## src/rtl/bpa_pkg.sv

```systemverilog
package bpa_pkg;
    localparam int CX_W     = 5;
    localparam int NUM_PASS = 3;
    localparam int NUM_ENG  = 2;
    localparam int ENG_W    = (NUM_ENG > 1) ? $clog2(NUM_ENG) : 1;
    localparam int NLANE    = NUM_ENG * NUM_PASS;
    localparam int PASS_SIG = 0;
    localparam int PASS_REF = 1;
    localparam int PASS_CLN = 2;

    typedef struct packed {
        logic [CX_W-1:0] cx;
        logic            d;
    } cxd_t;

    typedef enum logic [1:0] {
        ST_IDLE  = 2'd0,
        ST_CODE  = 2'd1,
        ST_STALL = 2'd2
    } alloc_st_e;
endpackage

```

## src/rtl/bpa_fifo.sv

```systemverilog
module bpa_fifo #(
    parameter int DEPTH = 16,
    parameter int W     = 6
) (
    input  logic                       clk,
    input  logic                       rst_n,
    input  logic                       push,
    input  logic [W-1:0]               wdata,
    input  logic [1:0]                 pop_n,
    output logic [W-1:0]               head0,
    output logic [W-1:0]               head1,
    output logic [$clog2(DEPTH):0]     cnt
);
    localparam int AW = $clog2(DEPTH);
    localparam int CW = AW + 1;

    logic [W-1:0]  mem [DEPTH];
    logic [AW-1:0] wr_ptr;
    logic [AW-1:0] rd_ptr;

    always_ff @(posedge clk) begin
        if (push) begin
            mem[wr_ptr] <= wdata;
        end
    end

    always_ff @(posedge clk or negedge rst_n) begin
        if (!rst_n) begin
            wr_ptr <= '0;
            rd_ptr <= '0;
            cnt    <= '0;
        end else begin
            if (push) begin
                wr_ptr <= wr_ptr + AW'(1);
            end
            rd_ptr <= rd_ptr + AW'(pop_n);
            cnt    <= cnt + CW'(push) - CW'(pop_n);
        end
    end

    assign head0 = mem[rd_ptr];
    assign head1 = mem[rd_ptr + AW'(1)];
endmodule

```

## src/rtl/bpa_rd_ctrl.sv

```systemverilog
module bpa_rd_ctrl import bpa_pkg::*; #(
    parameter bit DUAL = 1'b1,
    parameter int CW   = 5
) (
    input  logic [CW-1:0] cnt,
    input  cxd_t          head0,
    input  cxd_t          head1,
    input  logic [1:0]    take,
    output logic          run,
    output logic          two,
    output cxd_t          out0,
    output cxd_t          out1,
    output logic [1:0]    pop_n
);
    logic [1:0] avail;
    logic [1:0] want;

    always_comb begin
        if (cnt == '0) begin
            avail = 2'd0;
        end else if (DUAL && cnt >= CW'(2)) begin
            avail = 2'd2;
        end else begin
            avail = 2'd1;
        end
        want  = take[1] ? 2'd2 : take;
        pop_n = (want > avail) ? avail : want;
        run   = (avail != 2'd0);
        two   = (avail == 2'd2);
        out0  = run ? head0 : '0;
        out1  = two ? head1 : '0;
    end
endmodule

```

## src/rtl/bpa_fsm.sv

```systemverilog
module bpa_fsm import bpa_pkg::*; (
    input  logic               clk,
    input  logic               rst_n,
    input  logic               plane_req,
    input  logic [NUM_ENG-1:0] eng_free,
    output logic               plane_gnt,
    output logic               coding,
    output logic               stall,
    output logic [ENG_W-1:0]   cur_eng
);
    alloc_st_e          st_q;
    alloc_st_e          st_nx;
    logic [ENG_W-1:0]   nxt_eng;
    logic               tgt_free;

    assign tgt_free = eng_free[nxt_eng];

    always_comb begin
        st_nx = st_q;
        unique case (st_q)
            ST_IDLE, ST_CODE: begin
                if (plane_req) begin
                    st_nx = tgt_free ? ST_CODE : ST_STALL;
                end
            end
            ST_STALL: begin
                if (plane_req && tgt_free) begin
                    st_nx = ST_CODE;
                end
            end
            default: st_nx = ST_IDLE;
        endcase
    end

    always_ff @(posedge clk or negedge rst_n) begin
        if (!rst_n) begin
            st_q <= ST_IDLE;
        end else begin
            st_q <= st_nx;
        end
    end

    always_ff @(posedge clk or negedge rst_n) begin
        if (!rst_n) begin
            cur_eng <= '0;
            nxt_eng <= '0;
        end else if (plane_gnt) begin
            cur_eng <= nxt_eng;
            nxt_eng <= (nxt_eng == ENG_W'(NUM_ENG - 1)) ? '0 : nxt_eng + ENG_W'(1);
        end
    end

    always_comb begin
        plane_gnt = plane_req && tgt_free;
        coding    = 1'b0;
        stall     = 1'b0;
        unique case (st_q)
            ST_IDLE:  ;
            ST_CODE:  coding = 1'b1;
            ST_STALL: stall  = 1'b1;
            default:  ;
        endcase
    end
endmodule

```

## src/rtl/bp_mq_alloc.sv

```systemverilog
module bp_mq_alloc import bpa_pkg::*; #(
    parameter int DEPTH = 16
) (
    input  logic                      clk,
    input  logic                      rst_n,
    input  logic [NUM_PASS-1:0]       pass_valid,
    input  logic [NUM_PASS*CX_W-1:0]  pass_cx,
    input  logic [NUM_PASS-1:0]       pass_d,
    output logic [NUM_PASS-1:0]       pass_ready,
    input  logic                      plane_req,
    output logic                      plane_gnt,
    output logic [ENG_W-1:0]          act_eng,
    output logic                      alloc_stall,
    output logic [NLANE-1:0]          enc_run,
    output logic [NLANE-1:0]          enc_two,
    output logic [NLANE*CX_W-1:0]     enc_cx0,
    output logic [NLANE-1:0]          enc_d0,
    output logic [NLANE*CX_W-1:0]     enc_cx1,
    output logic [NLANE-1:0]          enc_d1,
    input  logic [2*NLANE-1:0]        enc_take,
    input  logic [NLANE-1:0]          enc_busy
);
    localparam int CW = $clog2(DEPTH) + 1;

    logic [NLANE*CW-1:0] lane_cnt;
    logic [NLANE-1:0]    lane_full;
    logic [NUM_ENG-1:0]  eng_free;
    logic                coding;

    bpa_fsm u_fsm (
        .clk       (clk),
        .rst_n     (rst_n),
        .plane_req (plane_req),
        .eng_free  (eng_free),
        .plane_gnt (plane_gnt),
        .coding    (coding),
        .stall     (alloc_stall),
        .cur_eng   (act_eng)
    );

    always_comb begin
        for (int e = 0; e < NUM_ENG; e++) begin
            eng_free[e] = 1'b1;
            for (int p = 0; p < NUM_PASS; p++) begin
                if (lane_cnt[(e*NUM_PASS+p)*CW +: CW] != '0 || enc_busy[e*NUM_PASS+p]) begin
                    eng_free[e] = 1'b0;
                end
            end
        end
    end

    always_comb begin
        for (int p = 0; p < NUM_PASS; p++) begin
            pass_ready[p] = coding && !plane_req
                            && !lane_full[int'(act_eng)*NUM_PASS + p];
        end
    end

    for (genvar l = 0; l < NLANE; l++) begin : g_lane
        localparam int P = l % NUM_PASS;
        localparam int E = l / NUM_PASS;

        logic       push;
        cxd_t       wdata;
        cxd_t       head0;
        cxd_t       head1;
        cxd_t       out0;
        cxd_t       out1;
        logic [1:0] pop_n;
        logic [CW-1:0] cnt;

        assign push     = pass_valid[P] && pass_ready[P] && (act_eng == ENG_W'(E));
        assign wdata    = '{cx: pass_cx[P*CX_W +: CX_W], d: pass_d[P]};
        assign lane_cnt[l*CW +: CW] = cnt;
        assign lane_full[l] = (cnt == CW'(DEPTH));

        bpa_fifo #(.DEPTH(DEPTH), .W($bits(cxd_t))) u_fifo (
            .clk   (clk),
            .rst_n (rst_n),
            .push  (push),
            .wdata (wdata),
            .pop_n (pop_n),
            .head0 (head0),
            .head1 (head1),
            .cnt   (cnt)
        );

        bpa_rd_ctrl #(.DUAL(P != PASS_REF), .CW(CW)) u_ctrl (
            .cnt   (cnt),
            .head0 (head0),
            .head1 (head1),
            .take  (enc_take[2*l +: 2]),
            .run   (enc_run[l]),
            .two   (enc_two[l]),
            .out0  (out0),
            .out1  (out1),
            .pop_n (pop_n)
        );

        assign enc_cx0[l*CX_W +: CX_W] = out0.cx;
        assign enc_d0[l]               = out0.d;
        assign enc_cx1[l*CX_W +: CX_W] = out1.cx;
        assign enc_d1[l]               = out1.d;
    end
endmodule

```

## config.mk

```make
export PLATFORM = sky130hd
export DESIGN_NAME = bp_mq_alloc
export DESIGN_NICKNAME = d
export VERILOG_FILES = /design/src/rtl/bpa_pkg.sv /design/src/rtl/bpa_fifo.sv /design/src/rtl/bpa_rd_ctrl.sv /design/src/rtl/bpa_fsm.sv /design/src/rtl/bp_mq_alloc.sv
export SDC_FILE = /design/constraint.sdc
export NUM_CORES = 1
export LEC_CHECK = 0
export ABC_AREA = 1
export BUFFER_PORTS_ARGS = -buffer_cell sky130_fd_sc_hd__clkbuf_2
export CORE_ASPECT_RATIO = 2
export CORE_MARGIN = 2
export CORE_UTILIZATION = 45
export CTS_CLUSTER_SIZE = 30
export DETAILED_ROUTE_END_ITERATION = 8
export SLEW_MARGIN = 20
export SYNTH_ARGS = -nofsm -noshare
export SYNTH_HDL_FRONTEND = slang
export SYNTH_SLANG_ARGS = --single-unit
export TNS_END_PERCENT = 20
```

## constraint.sdc

```tcl
create_clock -name clk -period 3.4 [get_ports clk]
set_input_delay 0.68 -clock clk [delete_from_list [all_inputs] [get_ports clk]]
set_output_delay 0.68 -clock clk [all_outputs]
set_load 0.02 [all_outputs]
```

Word-level counts from Yosys, hierarchy flattened

Memory sizes are Yosys's and may differ from the RTL's.
Cells that the tools add are included.
Widths: inputs -> output; s select.

$add $sub $neg: 33
Multipliers: 1
Magnitude comparators: 14
Equality and inequality tests: 16
Multiplexer cells: 70
Bitwise logic cells: 1
Reduce and logical (&&, ||, !) cells: 45

Operators by type and width:

| kind                  | count |
|---|---|
| $mux 6                | 12 |
| $lt 32x5->1 const B   | 2 |
| $add 4x1->4 const B   | 12 |
| $mux 2                | 23 |
| $add 32x2->32 const B | 1 |
| $mux 1                | 31 |
| $add 5x1->5           | 6 |
| $eq 5x5->1 const B    | 6 |
| $logic_not 5->1       | 6 |
| $reduce_bool 5->1     | 6 |
| $sub 5x2->5           | 6 |
| $add 4x2->4           | 6 |
| $ge 5x2->1 const B    | 4 |
| $logic_and 1x1->1     | 14 |
| $reduce_bool 2->1     | 6 |
| $eq 2x2->1 const B    | 5 |
| $bmux 1 s3            | 3 |
| $gt 2x2->1            | 4 |
| $logic_or 1x1->1      | 6 |
| $add 3x2->4 const B   | 1 |
| $eq 1x2->1 const B    | 2 |
| $gt 2x1->1            | 2 |
| $logic_not 1->1       | 4 |
| $lt 4x4->1 const B    | 1 |
| 10 further kinds      | 11 |

Register bits after elaboration: 82
Memory bits (writable): 576
Input bits: 42
Output and inout port bits: 90
Logic and storage cells: 207
Memories kept: 6

Memories:

| memory               | depth | bits a word | read ports | clocked after Yosys merged registers in | write ports | line           | source |
|---|---|---|---|---|---|---|---|
| g_lane[0].u_fifo.mem | 16    | 6           | 2          | 0                                       | 1           | bpa_fifo.sv:17 | `logic [W-1:0] mem [DEPTH];` |
| g_lane[1].u_fifo.mem | 16    | 6           | 2          | 0                                       | 1           | bpa_fifo.sv:17 |  |
| g_lane[2].u_fifo.mem | 16    | 6           | 2          | 0                                       | 1           | bpa_fifo.sv:17 |  |
| g_lane[3].u_fifo.mem | 16    | 6           | 2          | 0                                       | 1           | bpa_fifo.sv:17 |  |
| g_lane[4].u_fifo.mem | 16    | 6           | 2          | 0                                       | 1           | bpa_fifo.sv:17 |  |
| g_lane[5].u_fifo.mem | 16    | 6           | 2          | 0                                       | 1           | bpa_fifo.sv:17 |  |

Longest topological paths before layout

Depth after elaboration: 11
Gate-level depth with buffers: 21
Depth with buffers taken out: 21

Modules after synthesis

Synthesis repeated with hierarchy kept, for this count alone.

Cells, all modules: 4388
Area total of the unflattened synthesis: 37006.7 µm²

Modules (own cells, without submodules):

| module                              | instances | cells an instance | area each (µm²) | seq. area each (µm²) |
|---|---|---|---|---|
| bpa_fifo at g_lane[1].u_fifo ...    | 3         | 673               | 5815.6          | 3208.1 |
| bpa_fifo at g_lane[0].u_fifo        | 1         | 673               | 5930.7          | 3208.1 |
| bpa_fifo at g_lane[5].u_fifo        | 1         | 667               | 5881.9          | 3208.1 |
| bpa_fifo at g_lane[4].u_fifo        | 1         | 673               | 5813.1          | 3208.1 |
| bpa_rd_ctrl at g_lane[0].u_ctrl ... | 4         | 49                | 262.8           | 0.0 |
| bpa_rd_ctrl at g_lane[1].u_ctrl ... | 2         | 34                | 186.4           | 0.0 |
| bp_mq_alloc                         | 1         | 61                | 292.8           | 0.0 |
| bpa_fsm                             | 1         | 31                | 217.7           | 100.1 |

Least setup slack after synthesis

No wires, ideal clock.

Path type: flip-flop to flip-flop
From: register g_lane[5].u_fifo.cnt[3]
To: register g_lane[5].u_fifo.cnt[4]
Library setup time: 0.079 ns
Arrival: 3.067 ns
Data required time: 3.321 ns
Setup slack: 0.254 ns
Stages on the path, launching flop included: 22
Cells stage by stage: dfrtp_1 -> inv_1 -> ha_1 -> inv_1 -> nor3_1 -> nand2_1 -> nand3_1 -> nand2_1 -> ha_1 -> inv_1 -> nor2_1 -> o21ai_0 -> nand2_1 -> o21a_1 -> ha_1 -> inv_1 -> ha_1 -> fa_1 -> a21oi_1 -> nor2_1 -> nor2_1 -> xor2_1

Cells in the longest elaborated chain, start to end: 10
Elaborated cells between the ends (all ways): 16
Classes of those cells: add/sub: 2; order compare: 2; eq/ne: 1; mux: 6; reduce/logical: 5

Ends and longest elaborated chain:

| item                                      | line              | source |
|---|---|---|
| from (decl)                               | bpa_fifo.sv:12    | `output logic [$clog2(DEPTH):0] cnt` |
| from (signal assigned)                    | bpa_fifo.sv:37    | `cnt <= cnt + CW'(push) - CW'(pop_n);` |
| $eq 5x5->1                                | bp_mq_alloc.sv:75 | `assign lane_full[l] = (cnt == CW'(DEPTH));` |
| $bmux 1 s3                                | bp_mq_alloc.sv:55 | `&& !lane_full[int'(act_eng)*NUM_PASS + p];` |
| $mux 1 (not written as such) (2 in a row) | bp_mq_alloc.sv:55 |  |
| $logic_not 1->1                           | bp_mq_alloc.sv:55 |  |
| $logic_and 1x1->1                         | bp_mq_alloc.sv:55 |  |
| $logic_and 1x1->1 (2 in a row)            | bp_mq_alloc.sv:72 | `assign push = pass_valid[P] && pass_ready[P] && (act_eng == ENG_W'(E));` |
| $add 5x1->5                               | bpa_fifo.sv:37    |  |
| $sub 5x2->5 (*)                           | bpa_fifo.sv:37    |  |

Mark *: on every way between the ends. The rest lies on a longest branch, timed or not. The select of a mux whose other input is x is not followed.
A chain may end at the register's enable or synchronous reset.

Worst setup path in the final report

From: register g_lane[3].u_fifo.rd_ptr[0]
To: output enc_d0[3]

Cells in the longest elaborated chain, start to end: 2

Ends and longest elaborated chain:

| item                   | line              | source |
|---|---|---|
| from (decl)            | bpa_fifo.sv:19    | `logic [AW-1:0] rd_ptr;` |
| from (signal assigned) | bpa_fifo.sv:36    | `rd_ptr <= rd_ptr + AW'(pop_n);` |
| $mem_v2 16x6           | -                 |  |
| $mux 6                 | bpa_rd_ctrl.sv:30 | `out0 = run ? head0 : '0;` |
| to (decl)              | bp_mq_alloc.sv:17 | `output logic [NLANE-1:0] enc_d0,` |

Every way passes these cells.

==> impl_metrics.toml <==
[cts]
cts-root-buf = "clkbuf_16"
htreeDepth = 2
insertion_delay_ns = 0.66
cts_tree = "yes"
cts.sinks = 658
clk_pin_slew_ns = 0.07
clock_path_buffers = 3
cts-buffers-inserted = 60

[drt]
vias = 25182
ant_nets = 0
drt_first_pass_iters = 7
drt_iter0_markers = 1572
drt-vias-per-instance = 5.392
drcViolationCount = 0
drt-total-wl_um = 96500
routedWlPerCell_um = 20.66

[synthesis]
synth_area_um2 = 33390
yosysSeqAreaShare = 0.5795
yosysWarnings = 0
synth-seq-cells = 658
synth_area_per_cell_um2 = 9.398
ys_types = 35
postSynthCellCount = 3553

[worst_setup_path]
reg2reg_slack_ns = 0.16
path_cells = "inv_1 > buf_12 > o21ai_0 > nand3_1 > nand3_1 > a21oi_2 > clkbuf_2"
end_kind = "output port"
r2r_end = "g_lane[5].u_fifo.cnt[4]"
path_max_fanout = 30
critPathMaxStageDelay_ns = 0.55
cp.arrival_ns = 2.69
worstSetupStartpointType = "flip-flop"
path_class = "reg2out"
r2r-start = "g_lane[5].u_fifo.cnt[2]"
worst_path_max_delay_cell = "dfrtp_4"
crit_required_ns = 2.72
path_common_cell = "nand3_1"
reg2regPathDepth = 21

[floorplanning]
pin_count = 132
initial_core_util = 0.4528
fp.coreArea_um2 = 73740
die_h_um = 389.2
fp-row-count = 141
die_area_um2 = 76530
die_x_um = 196.6

[global_route]
grt_pass1_wl_um = 144100
grt_max_degree = 89
grt_usage = 0.2523
grt_pass1_vias = 24932
antenna_found_initial = 3
gr-total-overflow = 0

[final_layout]
finalInstanceArea_um2 = 37590
drive_gt1_frac = 0.1126
seq_area_um2 = 19360
synthToLayoutAreaGrowth_pct = 12.58
multi_input_area_um2 = 12110
fill_cells = 6847
layout.nets = 3845

[job]
drv_cap = 0

[placed_design]
placed_cell_area_um2 = 35300
place_congestion = 0.9421
io_buffers = 117
hpwlAfterDp_um = 69630

[timing]
maxSlewViolCount = 0
hold-worst-slack_ns = 0.3392
fmax_ghz = 0.2964
max_slew.worst_pin.slew_ns = 0.9982
timing.slew.headroom = 0.3346
period_minus_slack_ns = 3.374
rsz0062_at_grt = "true"
setup_viol = 0
clock_skew_ns = 0.02058
finalHoldViolations = 0
fin_crit_sh = 0.9922

[power]
power_per_cell_area_nw_per_um2 = 968.5
leakage_uw = 0.01544
vdd_drop_max_v = 0.0005462

[status]
outcome = "complete, no violations"

[hold_path]
hold_path_class = "in2reg"
min_from = "plane_req"
whs_endpoint = "u_fsm.st_q[1]"
holdPathStages = 2
[metal layers]
metal	vias up	part of all wire	global-route usage
met5	-	0.00026	0
met4	4	0.078	0.1807
met3	312	0.048	0.03583
met2	763	0.55	0.4932
met1	11878	0.32	0.2337
li1	12225	-	-
[Yosys cell counts]
library cell  count  area, um^2
o21ai_0         141       705.7
nor3_1           20       100.1
fa_1             12       240.2
ha_1            102        1276
nand4_2           4       50.05
nor2_2            2       12.51
xnor2_2           2       32.53
xor2_1           35       306.5
nand2_1         949        3562
buf_6             4       45.04
buf_1             6       22.52
buf_2           108       540.5
inv_2            10       37.54
nand4_1          13       81.33
edfxtp_1        576       17300
o21a_1            1       7.510
o21ai_1           1       5.000
xor2_2            5       81.33
nand3_2           2       20.02
buf_4            35       262.8
nand3_1         549        2748
xnor2_4           2       55.05
clkinv_1          6       22.52
conb_1            2       7.510
nor2_1          314        1179
inv_1           261       979.7
dfrtp_1          82        2052
o211ai_1         41       307.8
nand2_2           6       37.54
or2_2             2       12.51
xnor2_1           9       78.83
a21oi_1         192       960.9
nor2_4            3       33.78
clkbuf_1         51       191.4
a21boi_0          5       37.54
[state kept, by name (all words and copies together), names as in the netlist]
signal                flops
g_lane.u_fifo.mem       576
g_lane.u_fifo.cnt        30
g_lane.u_fifo.rd_ptr     24
g_lane.u_fifo.wr_ptr     24
u_fsm.st_q                2
u_fsm.cur_eng             1
u_fsm.nxt_eng             1
[critical path, delay by kind of cell (launching register included)]
family | cells | cell delay, ns
flip-flops | 1 | 0.55
AO/OA/AOI/OAI | 2 | 0.40
AND/OR/NAND/NOR | 2 | 0.31
buffers and inverters | 3 | 0.74
[cells by family (layout without fill, tap and decap cells)]
logic type	count (synthesis)	count (layout)	share of synthesized area
AND/OR/NAND/NOR	1864	1864	0.2347
flip-flops	658	658	0.5795
buffers and inverters	481	652	0.06295
AO/OA/AOI/OAI	381	381	0.06063
adder cells (fa/ha/maj)	114	114	0.04542
XOR/XNOR	53	53	0.01660
other	2	19	0.0002249
[repair_timing]
action | 4_1_cts | 5_1_grt
gates cloned | 1 | 0
setup buffers | 8 | 1
pin swaps | 2 | 7
setup endpoints to repair | 28 | 33
endpoints found under the hold margin | 13 | 0
hold buffers | 1 | 0
gates resized for setup | 21 | 46
[power breakdown]
part | switching [uW] | internal [uW] | total (uW)
Sequential | 519 | 9200 | 9720
Combinational | 13300 | 6500 | 19800
Clock | 3130 | 3760 | 6900
[worst max-delay path by stage]
stage                                     startpoint                       to  slack, ns  cells after the start
final                     g_lane[3].u_fifo.rd_ptr[0]                enc_d0[3]       0.03                      7
after global routing         g_lane[5].u_fifo.cnt[2]  g_lane[5].u_fifo.cnt[4]      -0.14                     21
after CTS                 g_lane[0].u_fifo.rd_ptr[1]               enc_cx1[0]      0.005                     10
after detailed placement     g_lane[5].u_fifo.cnt[2]  g_lane[5].u_fifo.cnt[4]       0.04                     21
after global placement       g_lane[5].u_fifo.cnt[2]  g_lane[5].u_fifo.cnt[4]       0.05                     21
after floorplan              g_lane[5].u_fifo.cnt[3]  g_lane[5].u_fifo.cnt[4]       0.25                     21
[cell usage in the layout, fill, tap and decap left out, types with 14 or more instances in the layout]
cell type  count
nand2_1      948
clkinv_1      17
edfxtp_1     576
nor3_1        19
o21ai_0      132
nand3_1      549
nor2_1       312
buf_4        126
conb_1        18
inv_1        256
dfrtp_1       76
clkbuf_2     111
ha_1          97
buf_12        14
o211ai_1      41
xor2_1        35
clkbuf_16     61
a21oi_1      186
[through the flow]
step                      worst slack, ns  power (uW)  TNS [ns]  cells  utilization
after floorplan                    0.2537       22260         0   3569            -
after global placement            0.05058       28690         0   4545       0.4787
after detailed placement          0.04035       28820         0   4545       0.4787
after CTS                        0.004805       36200         0   4668       0.5081
after global routing              -0.1426       38740   -0.2432   4669       0.5097
final                             0.02648       36410         0   4670       0.5098
[final cells by class]
cell class | instances | area share
Clock inverter | 39 | 0.009852
Timing Repair Buffer | 262 | 0.05112
Multi-Input combinational cell | 2430 | 0.3221
Tap cell | 929 | 0.03092
Antenna cell | 1 | 0.00006657
Inverter | 277 | 0.02819
Clock buffer | 74 | 0.04270
Sequential cell | 658 | 0.5150
Power figures use the tool's default switching activity.
